File: config.mk
export PLATFORM = sky130hd
export DESIGN_NAME = retire_ctrl
export DESIGN_NICKNAME = d
export VERILOG_FILES = /design/src/rtl/retire_ctrl_pkg.sv /design/src/rtl/retire_scan.sv /design/src/rtl/retire_trap_timer.sv /design/src/rtl/retire_bw_counter.sv /design/src/rtl/retire_ctrl.sv
export SDC_FILE = /design/constraint.sdc
export NUM_CORES = 1
export LEC_CHECK = 0
export ABC_CLOCK_PERIOD_IN_PS = 10030
export BUFFER_PORTS_ARGS = -buffer_cell sky130_fd_sc_hd__buf_2
export CAP_MARGIN = 20
export CELL_PAD_IN_SITES_DETAIL_PLACEMENT = 1
export CELL_PAD_IN_SITES_GLOBAL_PLACEMENT = 2
export CORE_MARGIN = 3
export CORE_UTILIZATION = 24
export CTS_BUF_LIST = sky130_fd_sc_hd__clkbuf_8
export CTS_CLUSTER_SIZE = 16
export DETAILED_ROUTE_END_ITERATION = 8
export HOLD_SLACK_MARGIN = 0.05
export PLACE_DENSITY_LB_ADDON = 0.1
export SLEW_MARGIN = 30
export SYNTH_ARGS = -nofsm -noshare
export SYNTH_HDL_FRONTEND = slang
export SYNTH_SLANG_ARGS = --single-unit
File: constraint.sdc
create_clock -name clk -period 10.03 [get_ports clk]
set_input_delay 0.5015 -clock clk [delete_from_list [all_inputs] [get_ports clk]]
set_output_delay 0.5015 -clock clk [all_outputs]
set_load 0.01 [all_outputs]
File: src/rtl/retire_ctrl_pkg.sv
package retire_ctrl_pkg;
   typedef enum logic {
      MODE_RUN  = 1'b0,
      MODE_WAIT = 1'b1
   } rc_mode_e;

   function automatic int unsigned rc_cw(input int unsigned w);
      return $clog2(w + 1);
   endfunction
endpackage

File: src/rtl/retire_scan.sv
module retire_scan #(
   parameter int WIDTH = 4,
   parameter int SEQ_W = 16,
   localparam int CW = $clog2(WIDTH + 1)
) (
   input  logic                   enable,
   input  logic                   stores_pending,
   input  logic [WIDTH-1:0]       head_rdy,
   input  logic [WIDTH-1:0]       hd_exec,
   input  logic [WIDTH-1:0]       hd_squashed,
   input  logic [WIDTH-1:0]       hd_nonspec,
   input  logic [WIDTH-1:0]       hd_uncached,
   input  logic [WIDTH-1:0]       hd_store,
   input  logic [WIDTH-1:0]       hd_fault,
   input  logic [WIDTH*SEQ_W-1:0] hd_seq,
   output logic [WIDTH-1:0]       retire_mask,
   output logic [CW-1:0]          commit_count,
   output logic                   done_valid,
   output logic [SEQ_W-1:0]       done_seq,
   output logic                   ns_req,
   output logic                   ns_uncached,
   output logic [SEQ_W-1:0]       ns_seq,
   output logic                   fault_hit,
   output logic                   store_commit
);
   logic [WIDTH:0]    alive;
   logic [CW-1:0]     ncom [WIDTH+1];
   logic [WIDTH-1:0]  commit_v, ns_v, flt_v;

   assign alive[0] = enable;
   assign ncom[0]  = '0;

   for (genvar i = 0; i < WIDTH; i++) begin : g_slot
      logic rdy, sq, first, ok, ns_cand;
      assign rdy     = alive[i] & head_rdy[i];
      assign sq      = rdy & hd_squashed[i];
      assign first   = (ncom[i] == '0) & ~stores_pending;
      assign ok      = rdy & ~sq & hd_exec[i] & ~hd_fault[i];
      assign ns_cand = hd_nonspec[i] | hd_uncached[i];
      assign ns_v[i]     = rdy & ~sq & ~hd_exec[i] & ns_cand & first;
      assign flt_v[i]    = rdy & ~sq & hd_exec[i] & hd_fault[i] & first;
      assign commit_v[i] = ok;
      assign retire_mask[i] = sq | ok;
      assign alive[i+1] = alive[i] & (sq | ok);
      assign ncom[i+1]  = ncom[i] + CW'(ok);
   end

   assign commit_count = ncom[WIDTH];
   assign done_valid   = |commit_v;
   assign ns_req       = |ns_v;
   assign fault_hit    = |flt_v;
   assign store_commit = |(commit_v & hd_store);

   always_comb begin
      done_seq    = '0;
      ns_seq      = '0;
      ns_uncached = 1'b0;
      for (int i = 0; i < WIDTH; i++) begin
         if (commit_v[i]) done_seq = hd_seq[i*SEQ_W +: SEQ_W];
         if (ns_v[i]) begin
            ns_seq      = hd_seq[i*SEQ_W +: SEQ_W];
            ns_uncached = hd_uncached[i];
         end
      end
   end
endmodule

File: src/rtl/retire_trap_timer.sv
module retire_trap_timer
   import retire_ctrl_pkg::*;
#(
   parameter int TRAP_LAT = 3,
   localparam int TW = $clog2(TRAP_LAT + 1)
) (
   input  logic clk,
   input  logic rst_n,
   input  logic accept,
   output logic waiting,
   output logic squash
);
   rc_mode_e      mode;
   logic [TW-1:0] cnt;

   always_ff @(posedge clk or negedge rst_n) begin
      if (!rst_n) begin
         mode <= MODE_RUN;
         cnt  <= '0;
      end else if (mode == MODE_RUN) begin
         if (accept) begin
            mode <= MODE_WAIT;
            cnt  <= TW'(TRAP_LAT - 1);
         end
      end else if (cnt == '0) begin
         mode <= MODE_RUN;
      end else begin
         cnt <= cnt - 1'b1;
      end
   end

   assign waiting = (mode == MODE_WAIT);
   assign squash  = waiting && (cnt == '0);
endmodule

File: src/rtl/retire_bw_counter.sv
module retire_bw_counter #(
   parameter int WIDTH = 4,
   parameter int CNT_W = 16,
   localparam int CW = $clog2(WIDTH + 1)
) (
   input  logic             clk,
   input  logic             rst_n,
   input  logic [CW-1:0]    commit_count,
   output logic [CNT_W-1:0] count
);
   always_ff @(posedge clk or negedge rst_n) begin
      if (!rst_n) count <= '0;
      else if (commit_count == CW'(WIDTH)) count <= count + 1'b1;
   end
endmodule

File: src/rtl/retire_ctrl.sv
module retire_ctrl #(
   parameter int WIDTH    = 4,
   parameter int SEQ_W    = 16,
   parameter int TRAP_LAT = 3,
   parameter int CNT_W    = 16,
   localparam int CW = $clog2(WIDTH + 1)
) (
   input  logic                   clk,
   input  logic                   rst_n,
   input  logic [WIDTH-1:0]       head_rdy,
   input  logic [WIDTH-1:0]       hd_exec,
   input  logic [WIDTH-1:0]       hd_squashed,
   input  logic [WIDTH-1:0]       hd_nonspec,
   input  logic [WIDTH-1:0]       hd_uncached,
   input  logic [WIDTH-1:0]       hd_store,
   input  logic [WIDTH-1:0]       hd_fault,
   input  logic [WIDTH*SEQ_W-1:0] hd_seq,
   input  logic                   stores_pending,
   input  logic                   intr_pending,
   input  logic                   rob_empty,
   output logic [WIDTH-1:0]       retire_mask,
   output logic [CW-1:0]          commit_count,
   output logic                   done_valid,
   output logic [SEQ_W-1:0]       done_seq,
   output logic                   ns_req,
   output logic                   ns_uncached,
   output logic [SEQ_W-1:0]       ns_seq,
   output logic                   trap_req,
   output logic                   trap_wait,
   output logic                   trap_squash,
   output logic                   rob_empty_out,
   output logic [CNT_W-1:0]       full_bw_count
);
   if (WIDTH < 1 || WIDTH > 4) begin : g_bad_width
      $error("retire_ctrl: WIDTH must lie in 1..4");
   end
   if (TRAP_LAT < 1) begin : g_bad_lat
      $error("retire_ctrl: TRAP_LAT must be at least 1");
   end
   if (SEQ_W < 1 || CNT_W < 1) begin : g_bad_w
      $error("retire_ctrl: SEQ_W and CNT_W must be positive");
   end

   logic fault_hit, store_commit, scan_en;

   assign scan_en = ~trap_wait & ~intr_pending;

   retire_scan #(.WIDTH(WIDTH), .SEQ_W(SEQ_W)) u_scan (
      .enable         (scan_en),
      .stores_pending (stores_pending),
      .head_rdy       (head_rdy),
      .hd_exec        (hd_exec),
      .hd_squashed    (hd_squashed),
      .hd_nonspec     (hd_nonspec),
      .hd_uncached    (hd_uncached),
      .hd_store       (hd_store),
      .hd_fault       (hd_fault),
      .hd_seq         (hd_seq),
      .retire_mask    (retire_mask),
      .commit_count   (commit_count),
      .done_valid     (done_valid),
      .done_seq       (done_seq),
      .ns_req         (ns_req),
      .ns_uncached    (ns_uncached),
      .ns_seq         (ns_seq),
      .fault_hit      (fault_hit),
      .store_commit   (store_commit)
   );

   assign trap_req = fault_hit;

   retire_trap_timer #(.TRAP_LAT(TRAP_LAT)) u_timer (
      .clk     (clk),
      .rst_n   (rst_n),
      .accept  (fault_hit),
      .waiting (trap_wait),
      .squash  (trap_squash)
   );

   retire_bw_counter #(.WIDTH(WIDTH), .CNT_W(CNT_W)) u_bw (
      .clk          (clk),
      .rst_n        (rst_n),
      .commit_count (commit_count),
      .count        (full_bw_count)
   );

   assign rob_empty_out = rob_empty & ~stores_pending & ~store_commit;
endmodule

==> impl_summary.log, run 1 <==
[metrics] asr flop ratio synth: 100%
[metrics] synthesized flop and latch total: 19
[metrics] total core area: 0.00937 mm^2
[metrics] run status: finished clean
[metrics] pin slew with the least headroom to its limit: between 0.8 and 0.9 ns
[metrics] post-synth cell types: between 50 and 60
[metrics] Detailed Place HPWL: 8.09 mm
[metrics] IO Count: approximately 160
[metrics] initial DRC count: 94
[metrics] horizontal die dimension: ~100 um
[metrics] total of endpoints with negative setup slack in the final report: 0
[metrics] portion of the post-synthesis area used by sequential elements: approximately 20%
[metrics] final cell count without fillers: about 560
[metrics] max-slew violations: 0
[metrics] sort of element at the end of the critical path: output port
[metrics] number of buffers added to fix hold violations after cts: 0
[metrics] clock-pin slew of the registers on the worst-case setup and hold paths: 0.07 ns
[metrics] most common cell in the netlist: sky130_fd_sc_hd__nand2_1
[metrics] number of global-route vias before repair: ~3000
[metrics] leak pwr: 1.80 nW
[metrics] cell types occupying the most area after synthesis: sky130_fd_sc_hd__dfrtp_1 20%, sky130_fd_sc_hd__nand2_1 7.7%, sky130_fd_sc_hd__a22oi_1 7.1%, sky130_fd_sc_hd__a221oi_1 6.4%, sky130_fd_sc_hd__a22oi_2 5.4%
[metrics] detailed-route via count: about 2900
[metrics] final worst clock skew: about 0.0029 ns
[metrics] biggest area consumer among synthesized cells: sky130_fd_sc_hd__dfrtp_1
[metrics] dpl cells: 557
[metrics] final net count: 538
[metrics] total global routing track utilization: approximately 17%
[metrics] floorplan row count: 35
[metrics] Max Buffers Root-to-Sink: 2
[metrics] die outline area: around 0.011 mm^2
[metrics] effective utilization at floorplan: between 20% and 30%
[metrics] number of CTS-inserted buffers: 3
[metrics] IR Drop Worst-Case VDD: about 0.000033 V
[metrics] MaxCap Viol Count: 0
[metrics] Post-Syn Instances: 275
[metrics] maximum number of pins on one net before global-route repair: 36
[metrics] most instantiated flip-flop cell in the synthesis netlist: sky130_fd_sc_hd__dfrtp_1
[metrics] Worst Path Max Fanout: 17
[metrics] clock tree from TritonCTS: yes
[metrics] Fin. Hold Viols: 0
[metrics] PostCTS Resize Cnt: 0
[metrics] setup repair after global routing missed its margin: false
[metrics] sort of element at the start of the critical path: flip-flop
[metrics] data arrival time of the critical path: ~4.6 ns
[metrics] top cell types by occurrence after synthesis: 48 x sky130_fd_sc_hd__nand2_1, 22 x sky130_fd_sc_hd__a22oi_1, 19 x sky130_fd_sc_hd__dfrtp_1
[metrics] Final Cycle Share: 50.5%
[metrics] number of buffers inserted to repair setup after CTS: 0
[metrics] total wire length: 10.0 mm
[metrics] type of the setup path with the least slack: reg -> out
[metrics] number of clock sinks: 19
[metrics] headroom to the max-slew limit: between 40% and 50%
[metrics] number of DRC violations after detailed routing: 0
[metrics] required time of the critical path: ~9.5 ns
[metrics] area share of the largest cell type after synthesis: 20.3%
[metrics] count of flip-flops with a built-in enable after synthesis: 0
[metrics] wire length of the first global-routing pass: about 16 mm
[metrics] vias per cell: roughly 5.1
[metrics] length of the first detailed-routing pass in iterations: 4
[metrics] area added between synthesis and finish: 43.4%
[metrics] residual antenna-violating net count after detailed routing: 0
[metrics] pwr/cell area: approximately 66 mW/mm^2
[metrics] CTS Root Buffer Type: sky130_fd_sc_hd__clkbuf_8
[metrics] time the worst path needs with I/O delays and setup: ~5.1 ns
[metrics] leftover overflow at the end of global routing: 0
[metrics] fraction of layout instances using a drive strength above 1: a little under half
[metrics] number of buffers inserted by port buffering: ~160
[metrics] Synth Warn #: 0
[metrics] Post-Synthesis Cell Area: 0.00234 mm^2
[metrics] initial antenna violation count: 1
[metrics] H-tree Lvls: 1
[metrics] synthesized netlist net count: between 300 and 400
[metrics] average detailed-routed wire length per instance: 17.8 um
[metrics] achievable frequency: roughly 200 MHz
[metrics] final estimated routing congestion in global placement: approximately 0.80
[metrics] Setup Total Neg Slack: 0 ns
[metrics] fill count: about 1200
[metrics] min-delay worst type: in -> async
[metrics] clock latency reported for the late side of the worst-skew pair: 0.25 ns
[metrics] synthesized area per cell: ~8.5 um^2
[metrics] Vert. Die Dim: between 100 and 150 um
==> stage by stage <==
step / cell area [um^2] / hold slack (ns) / setup slack [ns] / power, W / util, %
6_report: 3350 / 0.185 / 4.96 / 0.000220 / 35.8
5_1_grt: 3350 / 0.209 / 4.66 / 0.000237 / 35.8
4_1_cts: 3350 / 0.198 / 4.86 / 0.000225 / 35.7
3_5_place_dp: 3300 / 0.467 / 4.97 / 0.000171 / 35.2
3_3_place_gp: 3250 / 0.460 / 4.78 / 0.000169 / 34.7
2_1_floorplan: 2340 / 0.206 / 5.79 / 0.000125 / -
==> cell families after synthesis <==
logic type	share of synthesized area (%)
AO/OA/AOI/OAI	35.3
XOR/XNOR	6.80
adder cells (fa/ha/maj)	4.93
buffers and inverters	5.30
flip-flops	20.3
multiplexers	0.482
AND/OR/NAND/NOR	26.8
==> critical path, cell delays in order, from the launching register on <==
cell and delay (ns):
sky130_fd_sc_hd__dfrtp_1 0.48, sky130_fd_sc_hd__nor3b_4 0.33, sky130_fd_sc_hd__o211ai_4 0.20, sky130_fd_sc_hd__or4_1 0.94, sky130_fd_sc_hd__inv_1 0.28, sky130_fd_sc_hd__fa_1 0.54, sky130_fd_sc_hd__nor4_1 0.49, sky130_fd_sc_hd__o211ai_1 0.23
sky130_fd_sc_hd__nor3_4 0.16, sky130_fd_sc_hd__buf_6 0.21, sky130_fd_sc_hd__buf_6 0.17, sky130_fd_sc_hd__a22oi_2 0.06, sky130_fd_sc_hd__nand2_1 0.08, sky130_fd_sc_hd__buf_2 0.14
==> worst paths after layout <==
kind / from / slack, ns / endpoint / cells past startpoint
min reg2reg: u_bw.count[15] / 0.47 / u_bw.count[15] / 1
min: rst_n / 0.18 / u_bw.count[9] / 1
max in group asynchronous: rst_n / 9.53 / u_bw.count[3] / 1
max: u_timer.waiting / 4.96 / ns_seq[6] / 13
max reg2reg: u_timer.waiting / 5.09 / u_bw.count[14] / 13
min in group clk: u_bw.count[15] / 0.47 / u_bw.count[15] / 1
==> registers in the layout, summed over array words and instances (netlist names) <==
register	cells
u_timer.cnt	2
u_bw.count	16
u_timer.waiting	1
==> area by class of cell <==
type / count / area [um^2] / area share (%)
Antenna cell: 1 / 2.50 / 0.0747
Sequential cell: 19 / 475 / 14.2
Inverter: 13 / 52.6 / 1.57
Multi-Input combinational cell: 231 / 1760 / 52.4
Clock inverter: 1 / 3.75 / 0.112
Timing Repair Buffer: 165 / 858 / 25.6
Clock buffer: 3 / 41.3 / 1.23
Tap cell: 129 / 161 / 4.82
==> cell usage in the layout (no fill, tap or decap), types with 7 or more instances in the layout <==
master,n
sky130_fd_sc_hd__nand3_1,9
sky130_fd_sc_hd__buf_2,158
sky130_fd_sc_hd__a22oi_1,22
sky130_fd_sc_hd__o21bai_1,7
sky130_fd_sc_hd__xnor2_1,8
sky130_fd_sc_hd__dfrtp_1,19
sky130_fd_sc_hd__o21ai_0,9
sky130_fd_sc_hd__a221oi_1,17
sky130_fd_sc_hd__o21ai_1,10
sky130_fd_sc_hd__xor2_1,7
sky130_fd_sc_hd__a22oi_2,10
sky130_fd_sc_hd__inv_1,12
sky130_fd_sc_hd__nor3_1,7
sky130_fd_sc_hd__o21bai_2,10
sky130_fd_sc_hd__nand2_1,48
==> power breakdown <==
part / total [W] / switching, W / internal, W
clock: 0.0000518 / 0.0000246 / 0.0000272
sequential: 0.0000891 / 0.00000684 / 0.0000823
combinational: 0.0000787 / 0.0000435 / 0.0000352
total: 0.000220 / 0.0000749 / 0.000145
==> routing by layer <==
metal / vias up / GRT usage [%] / wire length (um)
met5: - / 0 / 0
met4: 0 / 3.47 / 138
met3: 8 / 3.71 / 648
met2: 111 / 29.2 / 4830
met1: 1395 / 23.2 / 4410
li1: 1372 / - / -
(Power assumes the default switching activity.)
==> run 2: changes to the inputs <==
--- a/config.mk
+++ b/config.mk
@@ -5,13 +5,13 @@
 export SDC_FILE = /design/constraint.sdc
 export NUM_CORES = 1
 export LEC_CHECK = 0
-export ABC_CLOCK_PERIOD_IN_PS = 10030
+export ABC_CLOCK_PERIOD_IN_PS = 5300
 export BUFFER_PORTS_ARGS = -buffer_cell sky130_fd_sc_hd__buf_2
 export CAP_MARGIN = 20
 export CELL_PAD_IN_SITES_DETAIL_PLACEMENT = 1
 export CELL_PAD_IN_SITES_GLOBAL_PLACEMENT = 2
 export CORE_MARGIN = 3
-export CORE_UTILIZATION = 24
+export CORE_UTILIZATION = 22
 export CTS_BUF_LIST = sky130_fd_sc_hd__clkbuf_8
 export CTS_CLUSTER_SIZE = 16
 export DETAILED_ROUTE_END_ITERATION = 8
==> constraint.sdc (replaced) <==
create_clock -name clk -period 5.3 [get_ports clk]
set_input_delay 0.265 -clock clk [delete_from_list [all_inputs] [get_ports clk]]
set_output_delay 0.265 -clock clk [all_outputs]
set_load 0.01 [all_outputs]
==> run 2 against run 1 <==
Net effect:
- clock power grew 97%
- clock-buffer cell count is the same
- final cell count grew 0.53%
- core utilization shrank 2.5 points
- clock skew grew 0.0031 ns
- combinational power grew 89%
- setup slack lost 4.2 ns
- cell area shrank 0.26%
- first-iteration DRC count grew 11%
- register-to-register slack lost 4.4 ns
- power grew 91%
- hold slack gained 0.29 ns
- critical endpoint is now u_bw.count[14]
==> impl_summary.log, run 2 (synthesis gave the netlist of run 1 again) <==
[metrics] final net count: 538 (unchanged)
[metrics] die outline area: 0.0119 mm^2 (was 0.0110 mm^2)
[metrics] ANT cells: 0 (was 1)
[metrics] run status: finished clean (unchanged)
[metrics] cells along the critical path: nor3b_4 > o211ai_4 > or4_1 > buf_4 > inv_1 > fa_1 > and2_1 > fa_1 > and4b_1 > and2_1 > and3_1 > and4_1 > nor3b_1 > xor2_1 (was nor3b_4 > o211ai_4 > or4_1 > inv_1 > fa_1 > nor4_1 > o211ai_1 > nor3_4 > buf_6 > buf_6 > a22oi_2 > nand2_1 > buf_2)
[metrics] number of flip-flops under the largest register name: 16 (unchanged)
[metrics] post-route cell area: 0.00334 mm^2 (was 0.00335 mm^2)
[metrics] CTS Root Buffer Type: sky130_fd_sc_hd__clkbuf_8 (unchanged)
[metrics] number of buffers added to fix hold violations after cts: 1 (was 0)
[metrics] type of the setup path with the least slack: reg -> reg (was reg -> out)
[metrics] pwr/cell area: 125 mW/mm^2 (was 65.6 mW/mm^2)
[metrics] Fin. Hold Viols: 0 (unchanged)
[metrics] clock-pin slew of the registers on the worst-case setup and hold paths: 0.08 ns (was 0.07 ns)
[metrics] reg-to-reg setup timing slack: 0.72 ns (was 5.09 ns)
[metrics] wire length of the first global-routing pass: 15.4 mm (was 15.8 mm)
[metrics] initial DRC count: 104 (was 94)
[metrics] final cell count without fillers: 565 (was 562)
[metrics] number of buffers inserted to repair setup after CTS: 0 (unchanged)
[metrics] total of endpoints with negative setup slack in the final report: 0 (unchanged)
[metrics] time the worst path needs with I/O delays and setup: about 4.6 ns
[metrics] max-slew violations: 0 (unchanged)
[metrics] fraction of layout instances using a drive strength above 1: 47.7% (unchanged)
[metrics] data arrival time of the critical path: 4.77 ns (was 4.57 ns)
[metrics] pin slew with the least headroom to its limit: 0.823 ns (was 0.875 ns)
[metrics] effective utilization at floorplan: 23.3% (was 24.9%)
[metrics] sort of element at the end of the critical path: flip-flop (was output port)
[metrics] min-delay worst type: in -> async (unchanged)
[metrics] leftover overflow at the end of global routing: 0 (unchanged)
[metrics] fill count: 1261 (was 1237)
[metrics] Setup Total Neg Slack: 0 ns (unchanged)
[metrics] MaxCap Viol Count: 0 (unchanged)
[metrics] Buf+Inv Stages, Crit Path: 2 (was 4)
[metrics] Placement Cell Area: 0.00329 mm^2 (was 0.00330 mm^2)
[metrics] required time of the critical path: 5.48 ns (was 9.53 ns)
[metrics] sort of element at the start of the critical path: flip-flop (unchanged)
[metrics] clock tree from TritonCTS: yes (unchanged)
[metrics] register containing the most flip-flops in the final layout: u_bw.count (unchanged)
[metrics] length of the first detailed-routing pass in iterations: 4 (unchanged)
[metrics] setup repair after global routing missed its margin: false (unchanged)
[metrics] footprint of the multi-input gates: 0.00176 mm^2 (unchanged)
[metrics] IO Count: 159 (unchanged)
[metrics] PostCTS Resize Cnt: 0 (unchanged)
[metrics] total core area: 0.0100 mm^2 (was 0.00937 mm^2)
[metrics] number of DRC violations after detailed routing: 0 (unchanged)
[metrics] Final Cycle Share: between 80 and 90%
[metrics] commonest non-fill, non-tap cells in the layout: 158 x sky130_fd_sc_hd__buf_2, 48 x sky130_fd_sc_hd__nand2_1, 22 x sky130_fd_sc_hd__a22oi_1, 19 x sky130_fd_sc_hd__dfrtp_1, 17 x sky130_fd_sc_hd__a221oi_1 (unchanged)
[metrics] number of clock sinks: 19 (unchanged)
[metrics] number of CTS-inserted buffers: 3 (unchanged)
[metrics] Vert. Die Dim: 109 um (was 105 um)
[metrics] final worst clock skew: 0.00600 ns (was 0.00292 ns)
[metrics] CP max stage delay: 0.54 ns (was 0.94 ns)
[metrics] standard cell with the maximum stage delay on the critical path: sky130_fd_sc_hd__or4_1 (unchanged)
[metrics] clock latency reported for the late side of the worst-skew pair: 0.25 ns (about the same)
[metrics] vias per cell: 5.07 (was 5.14)
[metrics] initial antenna violation count: 0 (was 1)
[metrics] H-tree Lvls: 1 (unchanged)
[metrics] Storage cell area: 475 um^2 (unchanged)
[metrics] worst-case reg-to-reg path depth: 14 (was 13)
[metrics] IR Drop Worst-Case VDD: 0.0000688 V (was 0.0000328 V)
[metrics] residual antenna-violating net count after detailed routing: 0 (unchanged)
[metrics] horizontal die dimension: 109 um (was 105 um)
[metrics] maximum number of pins on one net before global-route repair: 36 (unchanged)
[metrics] leak pwr: 1.79 nW (was 1.80 nW)
[metrics] detailed-route via count: 2863 (was 2886)
[metrics] area added between synthesis and finish: 43.0% (was 43.4%)
[metrics] achievable frequency: between 200 and 250 MHz
[metrics] total global routing track utilization: 16.0% (was 17.4%)
[metrics] Worst Path Max Fanout: 17 (unchanged)
[metrics] number of buffers inserted by port buffering: 158 (unchanged)
[metrics] average detailed-routed wire length per instance: 17.5 um (was 17.8 um)
[metrics] final core utilization: 33.3% (was 35.8%)
[metrics] Max Buffers Root-to-Sink: 2 (unchanged)
[metrics] reg2reg end: u_bw.count[14] (unchanged)
[metrics] Detailed Place HPWL: 7.82 mm (was 8.09 mm)
[metrics] reg-to-reg critical path startpoint: u_timer.waiting (unchanged)
[metrics] headroom to the max-slew limit: 45.1% (was 41.7%)
[metrics] number of global-route vias before repair: 2954 (was 3025)
[metrics] dpl cells: 560 (was 557)
[metrics] floorplan row count: 36 (was 35)
[metrics] final estimated routing congestion in global placement: 0.764 (was 0.798)
[metrics] kind of cell adding the most delay to the critical path: simple AND/OR/NAND/NOR gates (unchanged)
[metrics] most common cell after layout, fill and taps aside: sky130_fd_sc_hd__buf_2 (unchanged)
[metrics] total wire length: 9.90 mm (was 10.0 mm)
## run 2: changes by cell type in the layout (fill, tap and decap cells not counted)
| cell | previous run | this run |
|---|---|---|
| sky130_fd_sc_hd__dlygate4sd3_1 | 0 | 1 |
| sky130_fd_sc_hd__clkinv_2 | 1 | 2 |
| sky130_fd_sc_hd__buf_6 | 4 | 0 |
| sky130_fd_sc_hd__inv_1 | 12 | 11 |
| sky130_fd_sc_hd__diode_2 | 1 | 0 |
| sky130_fd_sc_hd__buf_4 | 3 | 6 |
## run 2: stage by stage
stage | total power [W] | hold slack [ns] | setup slack [ns]
6_report | 0.000419 | 0.477 | 0.717
5_1_grt | 0.000451 | 0.507 | 0.436
4_1_cts | 0.000422 | 0.489 | 0.659
3_5_place_dp | 0.000321 | 0.239 | 0.709
3_3_place_gp | 0.000319 | 0.238 | 0.864
2_1_floorplan | 0.000236 | -0.0306 | 1.06
## run 2: power by group
| group | internal, W | switching [W] | leakage [nW] |
|---|---|---|---|
| clock network | 0.0000522 | 0.0000496 | 0.0255 |
| logic | 0.0000669 | 0.0000825 | 1.51 |
| registers | 0.000156 | 0.0000117 | 0.254 |
## run 2: routing by layer
metal	global-route usage (%)	share of wire, %	up-vias
met5	0	0	-
met4	1.35	0.33	0
met3	2.78	7.1	2
met2	29.7	50	105
met1	20.0	43	1386
li1	-	-	1370
## run 2: how the worst max path moves through the flow
stage               startpoint             end  slack (ns)  depth (start not counted)
6_report       u_timer.waiting  u_bw.count[14]        0.72                         14
5_1_grt        u_timer.waiting  u_bw.count[14]        0.44                         14
4_1_cts        u_timer.waiting     ns_uncached        0.66                         13
3_5_place_dp   u_timer.waiting  u_bw.count[14]        0.71                         14
3_3_place_gp   u_timer.waiting  u_bw.count[14]        0.86                         14
2_1_floorplan  u_timer.waiting  u_bw.count[14]        1.06                         14
## run 2: cell type report
| class | count | area share, % |
|---|---|---|
| clock buffers | 3 | 1.24 |
| clock inverters | 1 | 0.150 |
| inverters | 13 | 1.57 |
| multi-input cells | 231 | 52.5 |
| flip-flops and latches | 19 | 14.2 |
| well taps | 133 | 4.98 |
| repair buffers | 165 | 25.3 |
